`src/rtl/ebw_pkg.sv`:
```
package ebw_pkg;
  typedef enum logic [1:0] {
    ST_IDLE  = 2'd0,
    ST_ISSUE = 2'd1,
    ST_WAIT  = 2'd2
  } state_e;

  typedef struct packed {
    logic wide;
    logic rd_mask;
    logic we_off;
  } cfg_t;

  // number of external cycles for a size code on the chosen device width
  function automatic logic [2:0] cyc_count(input logic wide, input logic [1:0] size);
    if (wide) return size[1] ? 3'd2 : 3'd1;
    if (size[1]) return 3'd4;
    return size[0] ? 3'd2 : 3'd1;
  endfunction
endpackage

```
`src/rtl/ebw_step_map.sv`:
```
module ebw_step_map (
  input  logic       wide_i,
  input  logic [1:0] size_i,
  input  logic [1:0] addr_lo_i,
  input  logic [1:0] step_i,
  input  logic       write_i,
  input  logic       rd_mask_i,
  output logic [1:0] lane_o,
  output logic [1:0] be_n_o
);
  logic [1:0] be_mask;

  always_comb begin
    if (wide_i) begin
      lane_o = {size_i[1] ? step_i[0] : addr_lo_i[1], 1'b0};
    end else if (size_i[1]) begin
      lane_o = step_i;
    end else if (size_i[0]) begin
      lane_o = {addr_lo_i[1], step_i[0]};
    end else begin
      lane_o = addr_lo_i;
    end
  end

  always_comb begin
    if (!wide_i) be_mask = 2'b10;
    else if (size_i == 2'b00) be_mask = addr_lo_i[0] ? 2'b01 : 2'b10;
    else be_mask = 2'b00;
    be_n_o = (write_i || rd_mask_i) ? be_mask : 2'b00;
  end
endmodule

```
`src/rtl/ebw_wr_steer.sv`:
```
module ebw_wr_steer #(
  parameter int IW = 32,
  parameter int EW = 16
) (
  input  logic          wide_i,
  input  logic [1:0]    lane_i,
  input  logic [IW-1:0] wdata_i,
  output logic [EW-1:0] ext_wdata_o
);
  localparam int BW = IW / 4;

  always_comb begin
    if (wide_i) ext_wdata_o = wdata_i[lane_i[1]*EW +: EW];
    else        ext_wdata_o = {{(EW-BW){1'b0}}, wdata_i[lane_i*BW +: BW]};
  end
endmodule

```
`src/rtl/ebw_rd_pack.sv`:
```
module ebw_rd_pack #(
  parameter int IW = 32,
  parameter int EW = 16
) (
  input  logic          clk_i,
  input  logic          rst_ni,
  input  logic          clear_i,
  input  logic          capture_i,
  input  logic          wide_i,
  input  logic          byte_i,
  input  logic          byte_hi_i,
  input  logic [1:0]    lane_i,
  input  logic [EW-1:0] ext_rdata_i,
  output logic [IW-1:0] acc_next_o
);
  localparam int BW = IW / 4;

  logic [IW-1:0] acc_q;
  logic [EW-1:0] slice;

  always_comb begin
    slice = ext_rdata_i;
    if (byte_i) slice = byte_hi_i ? {ext_rdata_i[EW-1:BW], {BW{1'b0}}}
                                  : {{(EW-BW){1'b0}}, ext_rdata_i[BW-1:0]};
    acc_next_o = acc_q;
    if (capture_i) begin
      if (wide_i) acc_next_o[lane_i[1]*EW +: EW] = slice;
      else        acc_next_o[lane_i*BW +: BW]   = ext_rdata_i[BW-1:0];
    end
  end

  always_ff @(posedge clk_i or negedge rst_ni) begin
    if (!rst_ni)      acc_q <= '0;
    else if (clear_i) acc_q <= '0;
    else              acc_q <= acc_next_o;
  end
endmodule

```
`src/rtl/ebw_adapter.sv`:
```
module ebw_adapter
  import ebw_pkg::*;
#(
  parameter int AW = 25,
  parameter int IW = 32,
  parameter int EW = 16
) (
  input  logic          clk_i,
  input  logic          rst_ni,
  input  logic [1:0]    cfg_width_i,
  input  logic          cfg_rd_mask_en_i,
  input  logic          cfg_we_off_i,
  input  logic          req_valid_i,
  output logic          req_ready_o,
  input  logic          req_write_i,
  input  logic [1:0]    req_size_i,
  input  logic [AW-1:0] req_addr_i,
  input  logic [IW-1:0] req_wdata_i,
  output logic          req_done_o,
  output logic [IW-1:0] req_rdata_o,
  output logic          cyc_start_o,
  input  logic          cyc_done_i,
  output logic          cyc_write_o,
  output logic          ext_cs_n_o,
  output logic [AW-1:0] ext_addr_o,
  output logic [1:0]    ext_be_n_o,
  output logic          ext_we_en_o,
  output logic [EW-1:0] ext_wdata_o,
  input  logic [EW-1:0] ext_rdata_i
);
  state_e        state_q;
  cfg_t          cfg_q;
  logic [1:0]    step_q;
  logic [2:0]    cnt_q;
  logic [AW-1:0] addr_q;
  logic [1:0]    size_q;
  logic [IW-1:0] wdata_q;
  logic          write_q;
  logic          done_q;
  logic [IW-1:0] rdata_q;

  logic          accept, last, cyc_end;
  logic [1:0]    lane;
  logic [1:0]    be_n;
  logic [IW-1:0] acc_next;

  assign accept  = (state_q == ST_IDLE) && req_valid_i;
  assign last    = ({1'b0, step_q} == cnt_q - 3'd1);
  assign cyc_end = (state_q == ST_WAIT) && cyc_done_i;

  always_ff @(posedge clk_i or negedge rst_ni) begin
    if (!rst_ni) begin
      state_q <= ST_IDLE;
      cfg_q   <= '0;
      step_q  <= '0;
      cnt_q   <= 3'd1;
      addr_q  <= '0;
      size_q  <= '0;
      wdata_q <= '0;
      write_q <= 1'b0;
      done_q  <= 1'b0;
      rdata_q <= '0;
    end else begin
      done_q <= cyc_end && last;
      unique case (state_q)
        ST_IDLE: if (accept) begin
          cfg_q   <= '{wide: cfg_width_i[0], rd_mask: cfg_rd_mask_en_i, we_off: cfg_we_off_i};
          cnt_q   <= cyc_count(cfg_width_i[0], req_size_i);
          step_q  <= '0;
          addr_q  <= req_addr_i;
          size_q  <= req_size_i;
          wdata_q <= req_wdata_i;
          write_q <= req_write_i;
          state_q <= ST_ISSUE;
        end
        ST_ISSUE: state_q <= ST_WAIT;
        ST_WAIT: if (cyc_done_i) begin
          if (last) begin
            state_q <= ST_IDLE;
            rdata_q <= acc_next;
          end else begin
            step_q  <= step_q + 2'd1;
            state_q <= ST_ISSUE;
          end
        end
        default: state_q <= ST_IDLE;
      endcase
    end
  end

  ebw_step_map i_step_map (
    .wide_i    (cfg_q.wide),
    .size_i    (size_q),
    .addr_lo_i (addr_q[1:0]),
    .step_i    (step_q),
    .write_i   (write_q),
    .rd_mask_i (cfg_q.rd_mask),
    .lane_o    (lane),
    .be_n_o    (be_n)
  );

  ebw_wr_steer #(.IW(IW), .EW(EW)) i_wr_steer (
    .wide_i      (cfg_q.wide),
    .lane_i      (lane),
    .wdata_i     (wdata_q),
    .ext_wdata_o (ext_wdata_o)
  );

  ebw_rd_pack #(.IW(IW), .EW(EW)) i_rd_pack (
    .clk_i       (clk_i),
    .rst_ni      (rst_ni),
    .clear_i     (accept),
    .capture_i   (cyc_end && !write_q),
    .wide_i      (cfg_q.wide),
    .byte_i      (size_q == 2'b00),
    .byte_hi_i   (addr_q[0]),
    .lane_i      (lane),
    .ext_rdata_i (ext_rdata_i),
    .acc_next_o  (acc_next)
  );

  // 8-bit: byte address; 16-bit: half-word index
  assign ext_addr_o  = cfg_q.wide ? {1'b0, addr_q[AW-1:2], lane[1]}
                                  : {addr_q[AW-1:2], lane};
  assign req_ready_o = (state_q == ST_IDLE);
  assign cyc_start_o = (state_q == ST_ISSUE);
  assign ext_cs_n_o  = (state_q == ST_IDLE);
  assign cyc_write_o = write_q;
  assign ext_be_n_o  = (state_q == ST_IDLE) ? 2'b11 : be_n;
  assign ext_we_en_o = (state_q != ST_IDLE) && write_q && !cfg_q.we_off;
  assign req_done_o  = done_q;
  assign req_rdata_o = rdata_q;
endmodule

```
`config.mk`:
```
export PLATFORM = sky130hd
export DESIGN_NAME = ebw_adapter
export DESIGN_NICKNAME = d
export VERILOG_FILES = /design/src/rtl/ebw_pkg.sv /design/src/rtl/ebw_step_map.sv /design/src/rtl/ebw_wr_steer.sv /design/src/rtl/ebw_rd_pack.sv /design/src/rtl/ebw_adapter.sv
export SDC_FILE = /design/constraint.sdc
export NUM_CORES = 1
export LEC_CHECK = 0
export ABC_AREA = 1
export BUFFER_PORTS_ARGS = -buffer_cell sky130_fd_sc_hd__clkbuf_2
export CAP_MARGIN = 10
export CELL_PAD_IN_SITES_DETAIL_PLACEMENT = 1
export CELL_PAD_IN_SITES_GLOBAL_PLACEMENT = 2
export CORE_AREA = 10 10 159 161
export CTS_BUF_LIST = sky130_fd_sc_hd__clkbuf_4
export DETAILED_ROUTE_END_ITERATION = 8
export DIE_AREA = 0 0 169 171
export PLACE_DENSITY = 0.93
export SLEW_MARGIN = 20
export SYNTH_ARGS = -nofsm -noshare
export SYNTH_HDL_FRONTEND = slang
export SYNTH_SLANG_ARGS = --single-unit
export TNS_END_PERCENT = 30
```
`constraint.sdc`:
```
create_clock -name clk_i -period 4.48 [get_ports clk_i]
set_input_delay 0.224 -clock clk_i [delete_from_list [all_inputs] [get_ports clk_i]]
set_output_delay 0.224 -clock clk_i [all_outputs]
set_load 0.02 [all_outputs]
```
; Word-level counts from Yosys, hierarchy flattened
; Index checks and enable logic that the tools add are counted.
[classes]
addsub = 4
n_eq_ne = 6
n_shift = 6
muxes = 39
reduce_logical = 17
[ops]
columns = op, n
row1 = $mux 32, 3
row2 = $neg 5->34, 2
row3 = $bwmux 32, 2
row4 = $mux 16, 3
row5 = $shift 16x34->32 const A, 1
row6 = $shift 8x34->32 const A, 1
row7 = $shiftx 16x34->32, 1
row8 = $shiftx 8x34->32, 1
row9 = $shiftx 32x6->16, 1
row10 = $shiftx 32x6->8, 1
row11 = $mux 2, 14
row12 = $mux 25, 1
row13 = $mux 3, 4
row14 = $mux 1, 10
row15 = $logic_and 1x1->1, 6
row16 = $pmux 2 s3, 1
row17 = $logic_not 2->1, 2
row18 = $ne 2x2->1 const B, 2
row19 = $pmux 2 s2, 1
row20 = $reduce_and 2->1, 2
row21 = $reduce_and 4->1, 1
row22 = $reduce_bool 2->1, 2
row23 = $eq 2x3->1, 1
row24 = $reduce_and 3->1, 1
row25 = 7 further kinds, 8
[totals]
register_bits = 135
input_bits = 84
wordCells = 85

; Depth between registers and ports, before layout
; Gate-level depths: netlist of run 1.
[logic_depth]
depth_word = 9
mapped_depth = 17

; Cells and area by module
; From an unflattened synthesis of run 1, not the netlist that was laid out.
[unflattened]
cells_unflattened = 1036
area_unflattened_um2 = 7327.0
[modules_own_cells]
columns = module, n_inst, cells_each, area_each_um2
row1 = ebw_adapter, 1, 540, 4463.0
row2 = ebw_rd_pack, 1, 382, 2354.8
row3 = ebw_wr_steer, 1, 95, 425.4
row4 = ebw_step_map, 1, 19, 83.8

; Least setup slack after synthesis of run 1
; Ideal clock, no wire load.
[synth_timing]
path_type = reg-to-reg
from = reg size_q[1]
to = reg rdata_q[31] (netlist: req_rdata_o[31])
setup_time_ns = 0.065
t_arrival_ns = 2.282
required_time_ns = 4.415
slack_ns = 2.133
path_stages_with_launch = 15
cell_sequence = dfrtp_1 -> nor2_4 -> nand2_2 -> nand3_1 -> buf_2 -> buf_2 -> ha_1 -> nor3_2 -> and3_1 -> nand2_1 -> nand2_1 -> nand2_1 -> nand2_1 -> nand2_1 -> nand2_1
[synth_between]
elab_chain_len = 7
word_cells_on_any_way = 15
[synth_rtl]
columns = item, line_no
row1 = "start, declared", ebw_adapter.sv:36  ; logic [1:0] size_q;
row2 = "start signal, assigned", ebw_adapter.sv:71  ; size_q <= req_size_i;
row3 = $mux 2 / $mux 1 (equally long branches), "ebw_step_map.sv:16, ebw_step_map.sv:15"
row4 = $mux 2, ebw_step_map.sv:14  ; if (wide_i) begin
row5 = $neg 5->34 (on tied branches), "ebw_rd_pack.sv:27, ebw_rd_pack.sv:28"
row6 = $shiftx 16x34->32 (tied with other cells), ebw_rd_pack.sv:27  ; if (wide_i) acc_next_o[lane_i[1]*EW +: EW] = slice;
row7 = $bwmux 32 (on tied branches), "ebw_rd_pack.sv:27, ebw_rd_pack.sv:28"
row8 = $mux 32 *, ebw_rd_pack.sv:27
row9 = $mux 32 *, ebw_rd_pack.sv:26  ; if (capture_i) begin
row10 = "end signal, assigned", ebw_adapter.sv:80  ; rdata_q <= acc_next;
row11 = "end, declared", ebw_adapter.sv:40  ; logic [IW-1:0] rdata_q;
; Mark *: on every way between the ends. The rest lies on a longest branch, timed or not.
; A chain may end at the register's enable or synchronous reset.

; Worst setup path after layout of run 1
[layout_timing]
from = reg cfg_q[2] (netlist name)
to = out ext_wdata_o[5]
[layout_between]
elab_chain_len = 3
word_cells_on_any_way = 4
[layout_rtl]
columns = item, line_no
row1 = "start, declared", ebw_adapter.sv:32  ; cfg_t cfg_q;
row2 = "start signal, assigned", ebw_adapter.sv:67  ; cfg_q <= '{wide: cfg_width_i[0], rd_mask: cfg_rd_mask_en_i, we_off: cfg_we_off_i};
row3 = $mux 2, ebw_step_map.sv:14
row4 = $shiftx 32x6->8 / $shiftx 32x6->16 (equally long branches), "ebw_wr_steer.sv:14, ebw_wr_steer.sv:13"
row5 = $mux 16 *, ebw_wr_steer.sv:13  ; if (wide_i) ext_wdata_o = wdata_i[lane_i[1]*EW +: EW];
row6 = "end, declared", ebw_adapter.sv:28  ; output logic [EW-1:0] ext_wdata_o,
; Marked as above.

==> metrics.log, run 1 <==
INFO  metric status = finished clean
INFO  metric critical_path_arrival = 2.90 ns
INFO  metric antenna_found_initial = 2
INFO  metric drv_slew = 0
INFO  metric finalWorstPathRequiredPeriod = 3.124 ns
INFO  metric synthesis.yosys.warnings = 0
INFO  metric ctsHoldBuffers = between 70 and 80
INFO  metric timing_worst_slew_pin_value = 0.6881 ns
INFO  metric detail_route.wl_per_cell = 17.00 um
INFO  metric period_share = 69.73%
INFO  metric area_growth = 28.75%
INFO  metric final-setup-viol-count = 0
INFO  metric design.final.nets = 1302
INFO  metric syn-instance-count = between 900 and 1000
INFO  metric placement.io_buffers = 163
INFO  metric core_area = 0.02223 sq mm
INFO  metric type_of_the_tightest_min_delay_check = in -> reg
INFO  metric clkSinkCount = 135
INFO  metric slowest_delay = 0.46 ns
INFO  metric clkLatencyLatePin = 0.56 ns
INFO  metric effective_utilization_at_floorplan = 32.15%
INFO  metric row_count = 55
INFO  metric power_dens_cells = ~690 mW/mm^2
INFO  metric route.final.wire_length = roughly 26000 um
INFO  metric critical_path_class = reg -> out
INFO  metric cts_buffers = 17
INFO  metric cts-root-buf = clkbuf_4
INFO  metric cts_resized = 0
INFO  metric die_h = 171 um
INFO  metric detail_route.iter0.violations = 412
INFO  metric dp.cells = around 1400
INFO  metric fmax = 320.1 MHz
INFO  metric worst_slew_margin_rel = 54.12%
INFO  metric synth_area_per_cell = about 7 sq um
INFO  metric share_of_final_layout_standard_cells_stronger_than_drive_strength_1 = 19.51%
INFO  metric worstPathMaxFanout = 47
INFO  metric globalRouteTotalUtil = 17.94%
INFO  metric maximum_number_of_pins_on_one_net_before_global_route_repair = 89
INFO  metric critical_path_required = 4.26 ns
INFO  metric cts_max_level = 4
INFO  metric post_layout_nonfiller_instances = 1513
INFO  metric worstPathCellList = buf_4 > nand2_1 > nand3_1 > nand2_2 > buf_4 > mux2i_1 > o21ai_0 > clkbuf_2
INFO  metric asyncSetResetFlopFracSynth = 100.0%
INFO  metric gp_congestion = about 0.81
INFO  metric final.setup_skew = 0.02045 ns
INFO  metric synthDistinctLibCells = 38
INFO  metric dp_hpwl = 17280 um
INFO  metric ff2ff_path_depth = 14
INFO  metric final-hold-violation-count = 0
INFO  metric final_global_route_overflow_total = 0
INFO  metric ant_nets = 0
INFO  metric dr.pass1.iters = 4
INFO  metric timing.critical_path.to_type = primary output
INFO  metric layout.cells.most_common_list = 501 x nand2_1, 162 x clkbuf_2, 134 x dfrtp_1, 72 x dlygate4sd3_1, 69 x nor2_1
INFO  metric layout.cells.most_common = nand2_1
INFO  metric static-leakage-power = 5.167 nW
INFO  metric die_outline_area = ~0.029 sq mm
INFO  metric synth_enable_flop_cells = 0
INFO  metric main_flop_type_after_synthesis = dfrtp_1
INFO  metric finalSetupTns = 0 ns
INFO  metric drv.max_cap_violation_count = 0
INFO  metric synthesis.area = slightly above 0.007 sq mm
INFO  metric start_kind = flip-flop
INFO  metric boundaryPins = 165
INFO  metric grt_first_pass_wirelength = 42060 um
INFO  metric ys_ff_latch = between 100 and 150
INFO  metric seq_total_area_yosys = 47.29%
INFO  metric vias_per_cell = 4.789
INFO  metric first_global_vias = 7765
INFO  metric cts_tree = done
INFO  metric route.vias.total = approximately 7200
INFO  metric worst_path_max_delay_cell = buf_4
INFO  metric final.hold.worst_slack = 0.07070 ns
INFO  metric peakVddDrop = 0.0003438 V
INFO  metric cts.reportedPaths.clkPinSlew = 0.14 ns
INFO  metric cts-root-to-sink-buffers = 2
INFO  metric worst_hold_path.num_cells = 5
INFO  metric die_w = 169 um
INFO  metric postCtsSetupRepairBufs = 0
INFO  metric rsz0062_at_grt = no
INFO  metric postSynthNetCount = 1086
INFO  metric detail_route.drc_violations = 0
INFO  metric critical_path.most_common_cell = buf_4
-- registers in the layout, indices dropped and copies added, names as in the netlist --
| signal | flops |
|---|---|
| req_done_o | 1 |
| state_q | 2 |
| i_rd_pack.acc_q | 32 |
| step_q | 2 |
| cyc_write_o | 1 |
| addr_q | 25 |
| wdata_q | 32 |
| cfg_q | 3 |
| size_q | 2 |
| req_rdata_o | 32 |
| cnt_q | 3 |
-- worst max-delay path, delay by kind of cell, from the launching register on --
kind	cells	cell delay [ns]
AOI/OAI and AO/OA	1	0.14
buffers and inverters	3	0.96
DFF	1	0.41
muxes	1	0.39
and+or+nand+nor	3	0.44
-- synthesized netlist by cell type (2+ instances only) --
master,instances,area share [%]
dfrtp_1,134,47
inv_1,53,2.8
a21oi_1,23,1.6
inv_2,3,0.16
nand2_1,502,26
nor3_1,3,0.21
nand4_1,15,1.3
nor3_2,2,0.28
nor2_2,7,0.61
ha_1,6,1.1
a21oi_4,2,0.46
buf_4,16,1.7
buf_1,2,0.11
buf_2,14,0.98
or2_2,7,0.61
mux2i_1,8,1.1
o21ai_0,30,2.1
o211ai_1,8,0.84
clkbuf_1,16,0.84
nand2_2,4,0.35
nand3_1,54,3.8
clkinv_1,2,0.11
nor2_1,69,3.6
xnor2_1,2,0.25
-- routing by layer --
metal  GRT usage, %  up-vias  routed length [um]
met4          4.465        0                 226
met3          6.125       21                1937
li1               -     3526                   -
met5              0        -                   0
met2          30.04      183               12520
met1          21.65     3516               11040
-- final cells by class --
class                   instances  area [sq um]
multi-input cells             752          3272
diodes                          3         7.507
fillers                      2801         13030
inverters                      60         230.2
clock inverters                15         190.2
clock buffers                  17         127.6
well taps                     285         356.6
flip-flops and latches        135          3379
repair buffers                246          1638
-- per-stage QoR --
| step | utilization, % | power, mW | setup slack [ns] | area [sq um] |
|---|---|---|---|---|
| after CTS | 41.36 | 6.421 | 1.273 | 9194 |
| final | 41.40 | 6.369 | 1.356 | 9201 |
| after detailed placement | 36.69 | 5.393 | 1.471 | 8155 |
| after global routing | 41.38 | 6.940 | 1.115 | 9199 |
| after global placement | 36.69 | 5.299 | 1.540 | 8155 |
| after floorplan | - | 4.285 | 2.133 | 7147 |
-- report_power, final --
part           switching (mW)  leakage (nW)  internal (mW)  total [mW]
registers               0.291          1.76           1.67        1.96
logic                    2.43          3.24           1.04        3.47
clock network           0.537         0.168          0.402       0.939
total                    3.26          5.17           3.11        6.37
-- final timing paths --
kind | start | to | slack [ns]
worst max-delay path | cfg_q[2] | ext_wdata_o[5] | 1.36
worst min-delay path | ext_rdata_i[7] | i_rd_pack.acc_q[7] | 0.07
worst max register to register | cfg_q[2] | i_rd_pack.acc_q[25] | 1.47
worst min register to register | req_rdata_o[9] | req_rdata_o[9] | 0.49
max in group asynchronous | rst_ni | addr_q[20] | 3.17
min in group asynchronous | rst_ni | req_rdata_o[25] | 0.19
-- logic make-up after synthesis --
kind of cell / after synthesis / share of synthesized area (%)
AO/OA/AOI/OAI: 69 / 5.655
XOR/XNOR: 3 / 0.3677
adder cells (fa/ha/maj): 6 / 1.050
buffers and inverters: 109 / 6.968
flip-flops: 135 / 47.29
multiplexers: 8 / 1.120
AND/OR/NAND/NOR: 666 / 37.55
(Power assumes the default switching activity.)
==> run 2, diff against run 1 <==
--- a/config.mk
+++ b/config.mk
@@ -10,11 +10,11 @@
 export CAP_MARGIN = 10
 export CELL_PAD_IN_SITES_DETAIL_PLACEMENT = 1
 export CELL_PAD_IN_SITES_GLOBAL_PLACEMENT = 2
-export CORE_AREA = 10 10 159 161
+export CORE_AREA = 10 10 163 165
 export CTS_BUF_LIST = sky130_fd_sc_hd__clkbuf_4
 export DETAILED_ROUTE_END_ITERATION = 8
-export DIE_AREA = 0 0 169 171
-export PLACE_DENSITY = 0.93
+export DIE_AREA = 0 0 173 175
+export PLACE_DENSITY = 0.89
 export SLEW_MARGIN = 20
 export SYNTH_ARGS = -nofsm -noshare
 export SYNTH_HDL_FRONTEND = slang
==> constraint.sdc (replaced) <==
create_clock -name clk_i -period 2.92 [get_ports clk_i]
set_input_delay 0.146 -clock clk_i [delete_from_list [all_inputs] [get_ports clk_i]]
set_output_delay 0.146 -clock clk_i [all_outputs]
set_load 0.02 [all_outputs]
==> run 2 against run 1 <==
  * Count of clock-buffer cells in the layout did not move
  * Die area rose by 4.8%
  * Largest power group unchanged
  * Final area rose by 1.4%
  * Global-route usage fell by 0.65 points
  * Register-to-register slack got worse by 1.2 ns
  * First-iteration DRC count rose by 3.4%
  * Critical path depth fell by 1
  * Sequential power rose by 54%
  * Flip-flop and latch count did not move
==> metrics.log, run 2 (same netlist as run 1, synthesis figures left out) <==
INFO  metric globalRouteTotalUtil = ~17%
INFO  metric detail_route.iter0.violations = 426
INFO  metric effective_utilization_at_floorplan = 30.72%
INFO  metric critical_path_arrival = 2.51 ns
INFO  metric final.hold.worst_slack = between 0.07 and 0.08 ns
INFO  metric fmax = 376.4 MHz
INFO  metric cts_buffers = 17
INFO  metric die_outline_area = 0.03028 sq mm
INFO  metric final.setup_skew = 0.01844 ns
INFO  metric start_kind = flip-flop
INFO  metric clkSinkCount = between 100 and 150
INFO  metric finalSetupTns = 0 ns
INFO  metric boundaryPins = between 150 and 200
INFO  metric critical_path_required = 2.77 ns
INFO  metric critical_path.endpoint = ext_wdata_o[6]
INFO  metric layout.cells.most_common_list = 501 x nand2_1, 162 x clkbuf_2, 134 x dfrtp_1, 75 x dlygate4sd3_1, 69 x nor2_1
INFO  metric rsz0062_at_grt = no
INFO  metric design.final.nets = ~1300
INFO  metric drv.max_cap_violation_count = 0
INFO  metric layout.cells.most_common = nand2_1
INFO  metric grt_first_pass_wirelength = 42660 um
INFO  metric power_dens_cells = 1055 mW/mm^2
INFO  metric cts-root-buf = clkbuf_4
INFO  metric postCtsSetupRepairBufs = 0
INFO  metric peakVddDrop = 0.0005473 V
INFO  metric placement.io_buffers = 163
INFO  metric worst_slew_margin_rel = around 54%
INFO  metric timing_worst_slew_pin_value = 0.6909 ns
INFO  metric final-hold-violation-count = 0
INFO  metric critical_path.reg2reg.startpoint = size_q[1]
INFO  metric cts_max_level = 4
INFO  metric ant_nets = 0
INFO  metric final-setup-viol-count = 0
INFO  metric ff2ff_path_depth = 13
INFO  metric drv_slew = 0
INFO  metric die_w = about 170 um
INFO  metric share_of_final_layout_standard_cells_stronger_than_drive_strength_1 = 19.82%
INFO  metric cts.reportedPaths.clkPinSlew = 0.12 ns
INFO  metric route.vias.total = 7254
INFO  metric route.final.wire_length = 26210 um
INFO  metric timing.critical_path.to_type = primary output
INFO  metric r2r-end = req_rdata_o[31]
INFO  metric row_count = 56
INFO  metric first_global_vias = 7832
INFO  metric gp_congestion = 0.8146
INFO  metric cts-root-to-sink-buffers = 2
INFO  metric finalWorstPathRequiredPeriod = 2.657 ns
INFO  metric final_global_route_overflow_total = 0
INFO  metric critical_path_class = reg -> out
INFO  metric period_share = just over 90%
INFO  metric worstPathMaxFanout = 16
INFO  metric area_growth = 30.58%
INFO  metric die_h = around 180 um
INFO  metric antenna_found_initial = 2
INFO  metric cp-startpoint = size_q[1]
INFO  metric final.fill_count = 3022
INFO  metric static-leakage-power = 5.212 nW
INFO  metric clkLatencyLatePin = about 0.55 ns
INFO  metric cts_tree = done
INFO  metric core_area = 0.02326 sq mm
INFO  metric register_to_register_setup_slack = 0.27 ns
INFO  metric detail_route.drc_violations = 0
INFO  metric maximum_number_of_pins_on_one_net_before_global_route_repair = 86
INFO  metric dp_hpwl = 17500 um
INFO  metric status = finished clean
INFO  metric vias_per_cell = 4.659
INFO  metric type_of_the_tightest_min_delay_check = in -> reg
INFO  metric dr.pass1.iters = 5
INFO  metric detail_route.wl_per_cell = 16.84 um
==> run 2: changes by cell type in the layout (fill, tap and decap cells not counted) <==
| cell | before | now |
|---|---|---|
| buf_4 | 10 | 16 |
| dlygate4sd3_1 | 72 | 75 |
| inv_6 | 5 | 2 |
| clkinv_1 | 2 | 4 |
| buf_12 | 1 | 2 |
| buf_6 | 1 | 2 |
| clkinv_2 | 4 | 3 |
| clkinv_4 | 1 | 2 |
| clkinvlp_4 | 2 | 3 |
| diode_2 | 3 | 2 |
| inv_2 | 3 | 4 |
| inv_8 | 2 | 1 |
==> run 2: final cells by class <==
class	instances	area (sq um)	share of cell area (%)
Sequential cell	135	3379	36.21
Multi-Input combinational cell	752	3272	35.06
Timing Repair Buffer	257	1744	18.69
Tap cell	319	399.1	4.277
Inverter	60	229.0	2.453
Clock inverter	15	176.4	1.890
Clock buffer	17	127.6	1.367
Antenna cell	2	5.005	0.05363
==> run 2: stage by stage <==
stage | instances | setup WS (ns) | instance area [sq um] | power, mW | util [%]
after global placement | 1448 | 0.3634 | 8269 | 8.271 | 35.55
after global routing | 1557 | 0.02233 | 9333 | 10.74 | 40.12
after CTS | 1555 | 0.2041 | 9324 | 9.921 | 40.08
after detailed placement | 1448 | 0.2970 | 8269 | 8.383 | 35.55
after floorplan | 996 | 0.5730 | 7147 | 6.575 | -
final | 1557 | 0.2633 | 9333 | 9.849 | 40.12
==> run 2: how the worst min path moves through the flow <==
| stage | from | end | slack, ns | depth (start not counted) |
|---|---|---|---|---|
| detailed placement | rst_ni | req_rdata_o[25] | 0.19 | 1 |
| floorplan | rst_ni | addr_q[0] | -0.15 | 0 |
| global placement | rst_ni | i_rd_pack.acc_q[24] | 0.17 | 1 |
| finish | ext_rdata_i[8] | i_rd_pack.acc_q[24] | 0.08 | 7 |
| CTS | ext_rdata_i[8] | i_rd_pack.acc_q[24] | 0.03 | 7 |
| global route | ext_rdata_i[8] | i_rd_pack.acc_q[24] | 0.07 | 7 |
==> run 2: worst max-delay path: stages, from the launching register on <==
cell	delay, ns
dfrtp_1	0.47
inv_2	0.11
nand2_1	0.07
nand2_1	0.13
nand3_1	0.28
buf_4	0.31
o21ai_0	0.36
clkbuf_2	0.25
==> run 2: power breakdown <==
group	internal (mW)	leakage, nW	switching (mW)
Sequential	2.56	1.76	0.452
Combinational	1.68	3.30	3.77
Clock	0.597	0.155	0.792
Total	4.84	5.21	5.01
==> run 2: per-layer routing <==
metal / global-route usage, % / up-vias / part of all wire [%]
met5: 0 / - / 0
met4: 4.132 / 0 / 0.93
met3: 5.734 / 18 / 6.8
met2: 29.20 / 177 / 49
met1: 20.86 / 3514 / 43
li1: - / 3545 / -
==> run 2: timing repair <==
action,CTS,global route
gates resized for setup,0,1
endpoints found under the setup margin,0,1
hold buffers,75,0
hold endpoints to repair,146,0
